--- src/rtl/sp_fs_pkg.sv ---
package sp_fs_pkg;

    // Settings of one pin lane: drive direction and pin polarity
    typedef struct packed {
        logic drive_out;
        logic invert;
    } lane_cfg_t;

endpackage

--- src/rtl/sp_clk_lane.sv ---
module sp_clk_lane
    import sp_fs_pkg::*;
(
    input  logic      clk,
    input  logic      rst_n,
    input  lane_cfg_t cfg,
    input  logic      gen_clk,
    input  logic      pin_i,
    output logic      pin_o,
    output logic      pin_oe,
    output logic      rise,
    output logic      fall
);

    typedef struct packed {
        logic prev;
        logic pin;
        logic oe;
    } clk_st_t;

    clk_st_t st_d, st_q;
    logic    lvl;

    always_comb begin
        lvl        = cfg.drive_out ? gen_clk : (pin_i ^ cfg.invert);
        st_d.prev  = lvl;
        st_d.pin   = gen_clk ^ cfg.invert;
        st_d.oe    = cfg.drive_out;
    end

    always_ff @(posedge clk or negedge rst_n) begin
        if (!rst_n) st_q <= '0;
        else        st_q <= st_d;
    end

    assign rise   = lvl & ~st_q.prev;
    assign fall   = ~lvl & st_q.prev;
    assign pin_o  = st_q.pin;
    assign pin_oe = st_q.oe;

endmodule

--- src/rtl/sp_sync_lane.sv ---
module sp_sync_lane
    import sp_fs_pkg::*;
(
    input  logic      clk,
    input  logic      rst_n,
    input  lane_cfg_t cfg,
    input  logic      smp_evt,
    input  logic      gen_evt,
    input  logic      gen_fs,
    input  logic      pin_i,
    input  logic      ovr_en,
    input  logic      ovr_lvl,
    output logic      pin_o,
    output logic      pin_oe,
    output logic      lvl,
    output logic      sof
);

    typedef struct packed {
        logic smp;
        logic gen;
        logic prev;
        logic sof;
        logic oe;
    } sync_st_t;

    sync_st_t st_d, st_q;

    always_comb begin
        st_d     = st_q;
        if (smp_evt && !cfg.drive_out)
            st_d.smp = pin_i ^ cfg.invert;
        if (gen_evt && cfg.drive_out)
            st_d.gen = gen_fs;
        if (ovr_en)             lvl = ovr_lvl;
        else if (cfg.drive_out) lvl = st_q.gen;
        else                    lvl = st_q.smp;
        st_d.prev = lvl;
        st_d.sof  = lvl & ~st_q.prev;
        st_d.oe   = cfg.drive_out;
    end

    always_ff @(posedge clk or negedge rst_n) begin
        if (!rst_n) st_q <= '0;
        else        st_q <= st_d;
    end

    assign pin_o  = st_q.gen ^ cfg.invert;
    assign pin_oe = st_q.oe;
    assign sof    = st_q.sof;

endmodule

--- src/rtl/sp_fs_front.sv ---
module sp_fs_front
    import sp_fs_pkg::*;
(
    input  logic clk,
    input  logic rst_n,
    input  logic cfg_txclk_out,
    input  logic cfg_txclk_inv,
    input  logic cfg_rxclk_out,
    input  logic cfg_rxclk_inv,
    input  logic cfg_txfs_out,
    input  logic cfg_txfs_inv,
    input  logic cfg_txfs_src,
    input  logic cfg_rxfs_out,
    input  logic cfg_rxfs_inv,
    input  logic cfg_resync,
    input  logic cfg_loop,
    input  logic gen_clk,
    input  logic gen_fs,
    input  logic core_tx_fs,
    input  logic core_tx_bit,
    input  logic clkx_i,
    output logic clkx_o,
    output logic clkx_oe,
    input  logic clkr_i,
    output logic clkr_o,
    output logic clkr_oe,
    input  logic fsx_i,
    output logic fsx_o,
    output logic fsx_oe,
    input  logic fsr_i,
    output logic fsr_o,
    output logic fsr_oe,
    input  logic dr_i,
    output logic dx_o,
    output logic tx_shift,
    output logic tx_sof,
    output logic rx_bit,
    output logic rx_vld,
    output logic rx_sof
);

    typedef struct packed {
        logic dx;
        logic shift;
        logic rbit;
        logic rvld;
    } dat_st_t;

    lane_cfg_t txclk_cfg, rxclk_cfg, txfs_cfg, rxfs_cfg;
    logic      tx_rise, tx_fall, rx_rise, rx_fall;
    logic      txfs_lvl, rxfs_lvl;
    logic      txfs_int_src;
    dat_st_t   dat_d, dat_q;

    always_comb begin
        txclk_cfg    = '{drive_out: cfg_txclk_out, invert: cfg_txclk_inv};
        rxclk_cfg    = '{drive_out: cfg_rxclk_out, invert: cfg_rxclk_inv};
        txfs_cfg     = '{drive_out: cfg_txfs_out,  invert: cfg_txfs_inv};
        // resync keeps the receive sync pin an input for generator alignment
        rxfs_cfg     = '{drive_out: cfg_rxfs_out & ~cfg_resync, invert: cfg_rxfs_inv};
        txfs_int_src = cfg_txfs_src ? gen_fs : core_tx_fs;
    end

    sp_clk_lane u_txclk (
        .clk     (clk),
        .rst_n   (rst_n),
        .cfg     (txclk_cfg),
        .gen_clk (gen_clk),
        .pin_i   (clkx_i),
        .pin_o   (clkx_o),
        .pin_oe  (clkx_oe),
        .rise    (tx_rise),
        .fall    (tx_fall)
    );

    sp_clk_lane u_rxclk (
        .clk     (clk),
        .rst_n   (rst_n),
        .cfg     (rxclk_cfg),
        .gen_clk (gen_clk),
        .pin_i   (clkr_i),
        .pin_o   (clkr_o),
        .pin_oe  (clkr_oe),
        .rise    (rx_rise),
        .fall    (rx_fall)
    );

    sp_sync_lane u_txfs (
        .clk     (clk),
        .rst_n   (rst_n),
        .cfg     (txfs_cfg),
        .smp_evt (tx_fall),
        .gen_evt (tx_rise),
        .gen_fs  (txfs_int_src),
        .pin_i   (fsx_i),
        .ovr_en  (1'b0),
        .ovr_lvl (1'b0),
        .pin_o   (fsx_o),
        .pin_oe  (fsx_oe),
        .lvl     (txfs_lvl),
        .sof     (tx_sof)
    );

    sp_sync_lane u_rxfs (
        .clk     (clk),
        .rst_n   (rst_n),
        .cfg     (rxfs_cfg),
        .smp_evt (rx_fall),
        .gen_evt (rx_rise),
        .gen_fs  (gen_fs),
        .pin_i   (fsr_i),
        .ovr_en  (cfg_loop),
        .ovr_lvl (txfs_lvl),
        .pin_o   (fsr_o),
        .pin_oe  (fsr_oe),
        .lvl     (rxfs_lvl),
        .sof     (rx_sof)
    );

    always_comb begin
        dat_d       = dat_q;
        dat_d.shift = tx_rise;
        dat_d.rvld  = rx_fall;
        if (tx_rise) dat_d.dx   = core_tx_bit;
        if (rx_fall) dat_d.rbit = cfg_loop ? dat_q.dx : dr_i;
    end

    always_ff @(posedge clk or negedge rst_n) begin
        if (!rst_n) dat_q <= '0;
        else        dat_q <= dat_d;
    end

    assign dx_o     = dat_q.dx;
    assign tx_shift = dat_q.shift;
    assign rx_bit   = dat_q.rbit;
    assign rx_vld   = dat_q.rvld;

endmodule


--- config.mk ---
export PLATFORM = sky130hd
export DESIGN_NAME = sp_fs_front
export DESIGN_NICKNAME = d
export VERILOG_FILES = /design/src/rtl/sp_fs_pkg.sv /design/src/rtl/sp_clk_lane.sv /design/src/rtl/sp_sync_lane.sv /design/src/rtl/sp_fs_front.sv
export SDC_FILE = /design/constraint.sdc
export NUM_CORES = 1
export LEC_CHECK = 0
export ABC_AREA = 1
export BUFFER_PORTS_ARGS = -buffer_cell sky130_fd_sc_hd__clkbuf_2
export CORE_MARGIN = 2
export CORE_UTILIZATION = 35
export CTS_CLUSTER_SIZE = 20
export DETAILED_ROUTE_END_ITERATION = 10
export SYNTH_ARGS = -nofsm -noshare
export SYNTH_HDL_FRONTEND = slang
export SYNTH_SLANG_ARGS = --single-unit
export TNS_END_PERCENT = 100
--- constraint.sdc ---
create_clock -name clk -period 1.3 [get_ports clk]
set_input_delay 0.39 -clock clk [delete_from_list [all_inputs] [get_ports clk]]
set_output_delay 0.39 -clock clk [all_outputs]
set_load 0.05 [all_outputs]
Word-level counts from Yosys, hierarchy flattened
Cells that the tools add are included.

Mux-type cells: 7. Reductions and logical operators: 6. Bitwise operators: 22. Multiply operators: 0. Magnitude comparators: 0. Equality and inequality tests: 0. Shifts and indexed selects: 0. Divide/modulo/power cells: 0. $add $sub $neg: 0.

Operators by type and width (number): 1-bit bitwise XOR (8); 1-bit bitwise AND (7); 1-bit 2-to-1 mux (7); 1-bit NOT (7); 1-bit logical AND (4); 1-bit zero test (2).

Latch bits: 0. Flip-flop bits (word level): 20. Memories kept: 0. Logic and storage cells: 55. Output and inout port bits: 14. Input bits: 22. Bits in writable memories: 0. Bits in read-only memories: 0.

Depth between registers and ports, before layout
Gate-level depths: netlist of run 1.

Depth after elaboration: 5. Gate-level depth with buffers: 7. Mapped depth without buffers: 7.

By module
A second synthesis of run 1 with hierarchy kept.

Cell total of the unflattened synthesis: 111. Area, all modules: 938.4 µm².

By module, submodules not included: sp_sync_lane (seq. area each 125.1 µm², cells an instance 25, instances 2, area each 226.5 µm²); sp_clk_lane (seq. area each 75.1 µm², cells an instance 20, instances 2, area each 158.9 µm²); sp_fs_front (seq. area each 100.1 µm², cells an instance 21, instances 1, area each 167.7 µm²).

Worst setup path before layout of run 1
No wires, ideal clock.

Path kind: reg2out. From: register u_txfs.st_q[3] (netlist bit). To: output port fsx_o. Required time: 910 ps. Stages on the path, launching flop included: 2. Slack: -245 ps. Path buffers: 0. Arrival time: 1155 ps. Cell sequence: dfrtp_1 > xor2_1.

Word-level cells in the longest chain between the ends: 1.

Ends and longest elaborated chain: start, declared (RTL line sp_sync_lane.sv:27) `sync_st_t st_d, st_q;`; start signal, assigned (RTL line sp_sync_lane.sv:45) `else st_q <= st_d;`; 1-bit bitwise XOR (RTL line sp_sync_lane.sv:48) `assign pin_o = st_q.gen ^ cfg.invert;`; end, declared (RTL line sp_fs_front.sv:28) `output logic fsx_o,`.

Every way passes these cells.

Worst setup path after layout of run 1
From: register u_rxfs.st_q[3] (netlist bit). To: output port fsr_o.

Word-level cells in the longest chain between the ends: 1.

Ends and longest elaborated chain: start, declared (RTL line sp_sync_lane.sv:27); start signal, assigned (RTL line sp_sync_lane.sv:45); 1-bit bitwise XOR (RTL line sp_sync_lane.sv:48); end, declared (RTL line sp_fs_front.sv:31) `output logic fsr_o,`.

Every way passes these cells.

==> results.cfg, run 1 <==
[outcome]
status = finished, violations left
violations = setup timing

[setup_path]
crit_chain = xor2_4, buf_8
arrival_ns = 1.05
end_kind = output pin
crit_slowest_cell = dfrtp_2
cp_top_family = flip-flops
crit_path_max_incr_delay_ns = 0.45
required_ns = 0.91
cp.depth = 2
cp_max_fo = 2
start_kind = flop
crit_buf_inv = 1
r2r_cells = 5
crit_type = reg2out

[floorplan]
die_height_um = 54.8
die_width_um = 54.8
dieArea_sq_mm = 0.00300
core_sq_mm = 0.00245
row_count = 18
initial_utilization = 0.367
io_pins = 36

[sta]
slew_viol_final = 0
rsz0062_at_grt = true
setup_slack_ns = -0.143
slew_headroom = 0.681
period_needed_ns = 1.44
worstMarginPinSlew_ns = 0.478
fin_crit_sh = 1.11
fin_skew_ns = 0.00183
fmax_ghz = 0.693
hold_violations = 0
setup_viol = 2

[global_routing]
overflow = 0
grt_pass1_vias = 670
grt_max_degree = 21
track_usage = 0.130
grt_pass1_wl_mm = 2.72
antenna_found_initial = 0

[power_and_ir_drop]
intPower_mw = 1.06
clock_power_share = 0.168
power_frac_comb = 0.375
ir_drop_uv = 599
p_per_area_mw_per_mm2 = 1340
switching_share = 0.374
p_switching_mw = 0.630
pwr-share-seq = 0.457
power_leakage_nw = 0.718

[place]
globalplace.congestion = 0.720
place_ws_ns = -0.0441
placed_cell_area_sq_mm = 0.00117
port_buffers = 35
dpl.hpwl_mm = 1.39

[detailed_routing]
vias = 767
top_layer = met4
first_pass_iters = 4
wl_met1_um = 768
drtIter0Drc = 3
dr_wl_met2_um = 903
remaining_drc_errors = 0
route.met3.wl_um = 78
antenna_left = 0
viasPerCell = 4.36
drt-total-wl_mm = 1.77
wl_per_cell_um = 10.1

[clock_tree]
clkLatencyLatePin_ns = 0.29
hold_buffers = 0
cts.sink_count = 20
cts_tree = yes
h-tree-depth = 1
cts_buffers = 3
clk_path_buf_depth = 2
clk_root_buffer_cell = clkbuf_4
clkSlewWorstSetupHoldPaths_ns = 0.11

[logic_synthesis]
yosys_most_used_dff = dfrtp_1
synth-async-reset-ratio = 1.00
synth_area_per_cell_sq_um = 8.67
yosys_warnings = 0
syn_nets = 126
yosysUniqueCellTypes = 15
synthMostInstantiatedCell = nand2_1
ys_seq_elements = 20
ys_seq_area_frac = 0.555
synth_common_cells = 39 x nand2_1, 20 x dfrtp_1, 13 x inv_1, 6 x nand3_1, 6 x xor2_1
yosys.area.top_type_share = 0.555
synth_edf_count = 0
synth.cell_area_sq_um = 902
yosysTopAreaCell = dfrtp_1
ys_top_cells_by_area = dfrtp_1 55%, nand2_1 16%, xor2_1 5.8%
synthCells = 104

[cells_and_area]
stdcell_area_sq_mm = 0.00126
regArea_sq_um = 503
final_nets = 170
multiInputGateArea_sq_um = 383
syn2layout_area_growth_pct = 39.9
drive_gt1_frac = 0.384
n_fill_cell = 253
top_regs = u_rxfs.st_q: 3 flops, u_txfs.st_q: 3 flops
antenna_cells = 0

[flow_run]
maxCapViolCount = 0

[worst_hold_path]
hp-class = in2async
==> layout by cell type (no fill, tap or decap), types with 2 or more instances in the layout <==
| master | instances |
|---|---|
| xor2_4 | 2 |
| buf_4 | 8 |
| nand3_1 | 6 |
| xor2_1 | 4 |
| nand4_1 | 4 |
| clkbuf_4 | 9 |
| inv_1 | 13 |
| a21oi_1 | 2 |
| clkbuf_2 | 21 |
| dfrtp_2 | 2 |
| nand2_1 | 39 |
| dfrtp_1 | 18 |
| buf_8 | 3 |
| inv_2 | 2 |
| nand2_2 | 5 |
| nor2_1 | 2 |
==> path summary, 6_finish.rpt <==
kind,from,end,slack [ns]
worst max-delay path,u_rxfs.st_q[3],fsr_o,-0.14
worst min-delay path,rst_n,rx_vld,0.04
worst max register to register,u_txfs.st_q[3],u_rxfs.sof,0.31
worst min register to register,u_rxfs.st_q[2],u_rxfs.sof,0.40
max in group asynchronous,rst_n,u_txfs.st_q[3],0.91
min in group clk,cfg_txclk_out,u_txclk.pin_oe,0.24
==> layout make-up <==
class                      instances  share of cell area
sequential                        20               0.398
inverter                          15              0.0446
clock buffer                       3              0.0178
timing repair buffer              39               0.206
tap                               30              0.0297
multi-input combinational         69               0.303
==> what timing repair did <==
action,in CTS,in global routing
pin swaps,2,0
gates resized for setup,12,20
buffers inserted,1,0
endpoints found under the setup margin,7,13
==> metal layers <==
layer / vias up / track usage
met5: - / 0
met4: 0 / 0.0625
met3: 2 / 0.0164
met2: 18 / 0.198
met1: 345 / 0.183
li1: 402 / -
==> stage by stage <==
stage          hold slack, ns  power (mW)   util  instances  TNS (ns)
3_3_place_gp            0.381        1.33  0.479        172   -0.0681
6_report               0.0350        1.69  0.514        176    -0.284
5_1_grt                0.0724        1.79  0.514        176    -0.382
4_1_cts                0.0539        1.68  0.507        176    -0.357
2_1_floorplan          0.0944        1.17      -        104         0
3_5_place_dp            0.386        1.34  0.479        172   -0.0881
==> power groups by stage <==
stage          Clock (mW)  Combinational [mW]  Sequential [mW]
3_3_place_gp            0               0.546            0.781
4_1_cts             0.303               0.610            0.769
6_report            0.283               0.633            0.770
2_1_floorplan           0               0.228            0.940
3_5_place_dp            0               0.554            0.782
5_1_grt             0.322               0.682            0.782
==> logic make-up after synthesis <==
kind of cell,Yosys count,share of synthesized area
AO/OA/AOI/OAI,4,0.0222
flip-flops,20,0.555
XOR/XNOR,6,0.0583
AND/OR/NAND/NOR,59,0.302
buffers and inverters,15,0.0624
No activity file was read; power rests on OpenSTA's default activity.
==> run 2: changes to the inputs <==
--- a/config.mk
+++ b/config.mk
@@ -7,10 +7,12 @@
 export LEC_CHECK = 0
 export ABC_AREA = 1
 export BUFFER_PORTS_ARGS = -buffer_cell sky130_fd_sc_hd__clkbuf_2
-export CORE_MARGIN = 2
-export CORE_UTILIZATION = 35
+export CORE_MARGIN = 5
+export CORE_UTILIZATION = 50
 export CTS_CLUSTER_SIZE = 20
 export DETAILED_ROUTE_END_ITERATION = 10
+export MAX_ROUTING_LAYER = met4
+export PLACE_DENSITY = 0.82
 export SYNTH_ARGS = -nofsm -noshare
 export SYNTH_HDL_FRONTEND = slang
 export SYNTH_SLANG_ARGS = --single-unit
==> results.cfg, run 2 (synthesized netlist as in run 1, its figures left out) <==
[clock_tree]
hold_buffers = 0
h-tree-depth = 1
cts_tree = yes
clk_path_buf_depth = 2
clk_root_buffer_cell = clkbuf_4
cts_buffers = 3
clkSlewWorstSetupHoldPaths_ns = 0.11
cts.sink_count = 20
clkLatencyLatePin_ns = 0.29

[detailed_routing]
first_pass_iters = 4
wl_per_cell_um = 11.3
antenna_left = 0
vias = 810
drtIter0Drc = 18
remaining_drc_errors = 0
viasPerCell = 4.63
drt-total-wl_mm = 1.99

[sta]
setup_slack_ns = -0.154
slew_headroom = 0.681
hold_slack_ns = 0.0300
worstMarginPinSlew_ns = 0.479
setup_viol = 2
fmax_ghz = 0.688
rsz0062_at_grt = true
fin_crit_sh = 1.12
period_needed_ns = 1.45
fin_skew_ns = 0.00132
slew_viol_final = 0
hold_violations = 0

[setup_path]
crit_buf_inv = 1
arrival_ns = 1.06
end_kind = output pin
cp_top_family = flip-flops
crit_chain = xor2_4, buf_8
crit_slowest_cell = dfrtp_2
crit_type = reg2out
start_kind = flop
crit_path_max_incr_delay_ns = 0.46
cp_max_fo = 2
required_ns = 0.91

[power_and_ir_drop]
p_total_mw = 1.81
power_leakage_nw = 0.745
ir_drop_uv = 787
p_per_area_mw_per_mm2 = 1390

[global_routing]
grt_pass1_wl_mm = 3.06
grt_pass1_vias = 730
grt_max_degree = 21
overflow = 0
antenna_found_initial = 0
track_usage = 0.154

[outcome]
violations = setup timing
status = finished, violations left

[place]
placed_cell_area_sq_mm = 0.00117
globalplace.congestion = 0.723
port_buffers = 35
dp.cells = 167
dpl.hpwl_mm = 1.55

[cells_and_area]
final_nets = 173
layout.cells.most_common_list = 39 x nand2_1, 21 x clkbuf_2, 18 x dfrtp_1, 14 x buf_4, 13 x inv_1
syn2layout_area_growth_pct = 44.4
fin_cells = 175
stdcell_area_sq_mm = 0.00130
fin_util = 0.754
top_regs = u_rxfs.st_q: 3 flops, u_txfs.st_q: 3 flops
final_common_cell = nand2_1
antenna_cells = 0
drive_gt1_frac = 0.400

[floorplan]
io_pins = 36
row_count = 15
die_width_um = 52.5
initial_utilization = 0.522
die_height_um = 52.5
dieArea_sq_mm = 0.00275
core_sq_mm = 0.00173

[worst_hold_path]
hp-class = in2async

[flow_run]
maxCapViolCount = 0
==> run 2: cell count changes in the layout (fill, tap and decap cells not counted) <==
cell,before,now
clkbuf_8,0,1
buf_6,0,2
buf_2,1,0
clkbuf_4,9,5
buf_4,8,14
==> run 2: cell type report <==
class                           instances  area, sq um
Sequential cell                        20          503
Timing Repair Buffer                   42          293
Tap cell                               25         31.3
Inverter                               15         56.3
Fill cell                             131          424
Clock buffer                            4         36.3
Multi-Input combinational cell         69          383
==> run 2: what timing repair did <==
action / 4_1_cts / 5_1_grt
endpoints found under the setup margin: 10 / 14
setup buffers: 2 / 2
resized for setup: 15 / 22
pin swaps: 2 / 0
==> run 2: power breakdown <==
group / leakage, nW / switching, mW / internal, mW
Clock: 0.0210 / 0.183 / 0.171
Sequential: 0.245 / 0.0625 / 0.717
Combinational: 0.479 / 0.416 / 0.265
==> run 2: worst reg2reg max path: cells and delay by family (launching register included) <==
kind            cells  cell delay [ns]
compound gates      1             0.07
buf+inv             2             0.26
flops               1             0.46
simple gates        3             0.19
==> run 2: worst paths after layout <==
kind | start | endpoint | slack, ns | cells after the start
worst max register to register | u_rxfs.st_q[3] | u_rxfs.sof | 0.22 | 6
worst min register to register | u_rxfs.st_q[2] | u_rxfs.sof | 0.41 | 1
worst max-delay path | u_rxfs.st_q[3] | fsr_o | -0.15 | 2
worst min-delay path | rst_n | u_rxclk.pin_oe | 0.03 | 1
max in group asynchronous | rst_n | u_txfs.st_q[3] | 0.92 | 1
min in group clk | cfg_txclk_out | u_txclk.pin_oe | 0.24 | 1
==> run 2: metal layers <==
metal | vias up | GRT usage | wire length (um)
li1 | 413 | - | -
met1 | 370 | 0.187 | 792
met2 | 25 | 0.250 | 1040
met3 | 2 | 0.0313 | 132
met4 | 0 | 0.0638 | 21
met5 | - | - | 0
==> run 2: metrics by stage <==
stage	setup WS, ns	setup TNS, ns
2_1_floorplan	0.102	0
3_3_place_gp	-0.0362	-0.0703
3_5_place_dp	-0.0493	-0.0986
4_1_cts	-0.178	-0.351
5_1_grt	-0.199	-0.407
6_report	-0.154	-0.300
==> run 3: changes to the inputs <==
--- a/config.mk
+++ b/config.mk
@@ -5,14 +5,14 @@
 export SDC_FILE = /design/constraint.sdc
 export NUM_CORES = 1
 export LEC_CHECK = 0
-export ABC_AREA = 1
 export BUFFER_PORTS_ARGS = -buffer_cell sky130_fd_sc_hd__clkbuf_2
 export CORE_MARGIN = 5
-export CORE_UTILIZATION = 50
+export CORE_UTILIZATION = 48
 export CTS_CLUSTER_SIZE = 20
 export DETAILED_ROUTE_END_ITERATION = 10
 export MAX_ROUTING_LAYER = met4
-export PLACE_DENSITY = 0.82
+export PLACE_DENSITY = 0.81
+export RECOVER_POWER = 100
 export SYNTH_ARGS = -nofsm -noshare
 export SYNTH_HDL_FRONTEND = slang
 export SYNTH_SLANG_ARGS = --single-unit
==> results.cfg, run 3 <==
[clock_tree]
cts_tree = yes
clkLatencyLatePin_ns = 0.30
clkSlewWorstSetupHoldPaths_ns = 0.12
clk_path_buf_depth = 2
cts_buffers = 3
cts.sink_count = 20
h-tree-depth = 1
hold_buffers = 0
clk_root_buffer_cell = clkbuf_4

[flow_run]
maxCapViolCount = 0

[detailed_routing]
wl_per_cell_um = 14.4
viasPerCell = 4.94
remaining_drc_errors = 0
antenna_left = 0
first_pass_iters = 2
drt-total-wl_mm = 1.79
drtIter0Drc = 5
vias = 612

[logic_synthesis]
synthCells = 58
yosys.area.top_type_share = 0.600
synth_edf_count = 0
ys_seq_elements = 20
yosysUniqueCellTypes = 22
synth.cell_area_sq_um = 835
synthMostInstantiatedCell = dfrtp_1
yosys_most_used_dff = dfrtp_1
yosysTopAreaCell = dfrtp_1
ys_top_cells_by_area = dfrtp_1 60%, xor2_1 6.3%, mux2i_1 3.6%
synth-async-reset-ratio = 1.00
synth_common_cells = 20 x dfrtp_1, 6 x xor2_1, 3 x a21oi_1, 3 x inv_1, 3 x mux2i_1
yosys_warnings = 0
synth_area_per_cell_sq_um = 14.4
ys_seq_area_frac = 0.600
syn_nets = 80

[worst_hold_path]
hp-class = in2async

[global_routing]
grt_pass1_vias = 650
grt_pass1_wl_mm = 2.90
track_usage = 0.155
antenna_found_initial = 0
overflow = 0
grt_max_degree = 21

[cells_and_area]
antenna_cells = 0
regArea_sq_um = 502
final_nets = 130
syn2layout_area_growth_pct = 48.1
multiInputGateArea_sq_um = 328
layout.cells.most_common_list = 19 x dfrtp_1, 16 x clkbuf_2, 12 x buf_4, 7 x clkbuf_1, 5 x clkbuf_4
final_common_cell = dfrtp_1
n_fill_cell = 130
drive_gt1_frac = 0.486
top_regs = u_rxfs.st_q: 3 flops, u_txfs.st_q: 3 flops

[floorplan]
initial_utilization = 0.494
die_width_um = 51.7
die_height_um = 51.7
io_pins = 36
core_sq_mm = 0.00169
dieArea_sq_mm = 0.00267
row_count = 15

[sta]
slew_viol_final = 0
slew_headroom = 0.328
fin_skew_ns = 0.00561
rsz0062_at_grt = true
hold_violations = 0
fmax_ghz = 0.684
worstMarginPinSlew_ns = 1.01
period_needed_ns = 1.46
setup_viol = 3
setup_tns_ns = -0.364
setup_slack_ns = -0.162
fin_crit_sh = 1.12
hold_slack_ns = 0.223

[place]
globalplace.congestion = 0.786
dpl.hpwl_mm = 1.36
port_buffers = 35

[power_and_ir_drop]
power_leakage_nw = 0.606
ir_drop_uv = 854
p_per_area_mw_per_mm2 = 1710

[outcome]
violations = setup timing
status = finished, violations left

[setup_path]
crit_path_start = u_txfs.st_q[3]
arrival_ns = 1.07
end_kind = output pin
reg2reg_from = u_txfs.st_q[3]
start_kind = flop
required_ns = 0.91
crit_type = reg2out
cp_max_fo = 2
-- run 3: cell count changes after synthesis, sizes merged, moves of 2 or more --
cell and delta:
mux2 +4, nor2b +3, nand3 -7, inv -12, and2 +2, nand4 -4
nand2 -44, a31oi +2, xnor2 +2, mux2i +4, nor2 -2
-- run 3: power breakdown --
part | internal [mW] | total [mW] | switching [mW]
registers | 0.735 | 0.811 | 0.0765
logic | 0.356 | 0.798 | 0.441
clock network | 0.312 | 0.504 | 0.193
total | 1.40 | 2.11 | 0.711
-- run 3: final timing paths --
kind                                  end  slack (ns)  cells past startpoint
max                                 fsx_o       -0.16                      2
min                        u_rxfs.st_q[2]        0.22                      1
max reg2reg                    u_rxfs.sof        0.03                      5
min reg2reg                    u_txfs.sof        0.40                      1
max in group asynchronous  u_txfs.st_q[3]        0.40                      1
min in group clk           u_txclk.pin_oe        0.24                      1
-- run 3: cells by family (layout without fill, tap and decap cells) --
kind of cell / after synthesis / after routing / synth area share
flops: 20 / 20 / 0.600
simple gates: 10 / 10 / 0.0929
compound gates: 9 / 9 / 0.0839
xor+xnor: 8 / 8 / 0.0840
mux: 8 / 8 / 0.126
buf+inv: 3 / 52 / 0.0135
-- run 3: repair_timing --
| item | in CTS | in global routing |
|---|---|---|
| gates resized for setup | 12 | 29 |
| pin swaps | 2 | 0 |
| setup buffers | 3 | 1 |
| setup endpoints to repair | 9 | 15 |
-- run 3: final cells by class --
class | count | share of cell area
multi-input cells | 35 | 0.265
flip-flops and latches | 20 | 0.406
repair buffers | 45 | 0.260
well taps | 17 | 0.0172
clock buffers | 3 | 0.0182
inverters | 3 | 0.00911
clock inverters | 1 | 0.0243
-- run 3: per-layer routing --
layer | vias up | track usage | wire, um
met5 | - | - | 0
met4 | 0 | 0.0393 | 19
met3 | 4 | 0.0344 | 89
met2 | 24 | 0.265 | 982
met1 | 292 | 0.185 | 693
li1 | 292 | - | -
-- run 3: critical path, cell delays in order, from the launching register on --
cell and delay, ns:
dfrtp_2 0.46, xor2_4 0.17, buf_12 0.15
-- run 3: metrics by stage --
step | utilization | power [mW] | instance area [sq um] | cells | setup slack, ns
final | 0.732 | 2.11 | 1240 | 124 | -0.162
after global routing | 0.732 | 2.21 | 1240 | 124 | -0.213
after CTS | 0.734 | 2.08 | 1240 | 123 | -0.160
after detailed placement | 0.666 | 1.49 | 1120 | 116 | -0.154
after global placement | 0.666 | 1.47 | 1120 | 116 | -0.0948
after floorplan | - | 1.26 | 868 | 58 | -0.00317
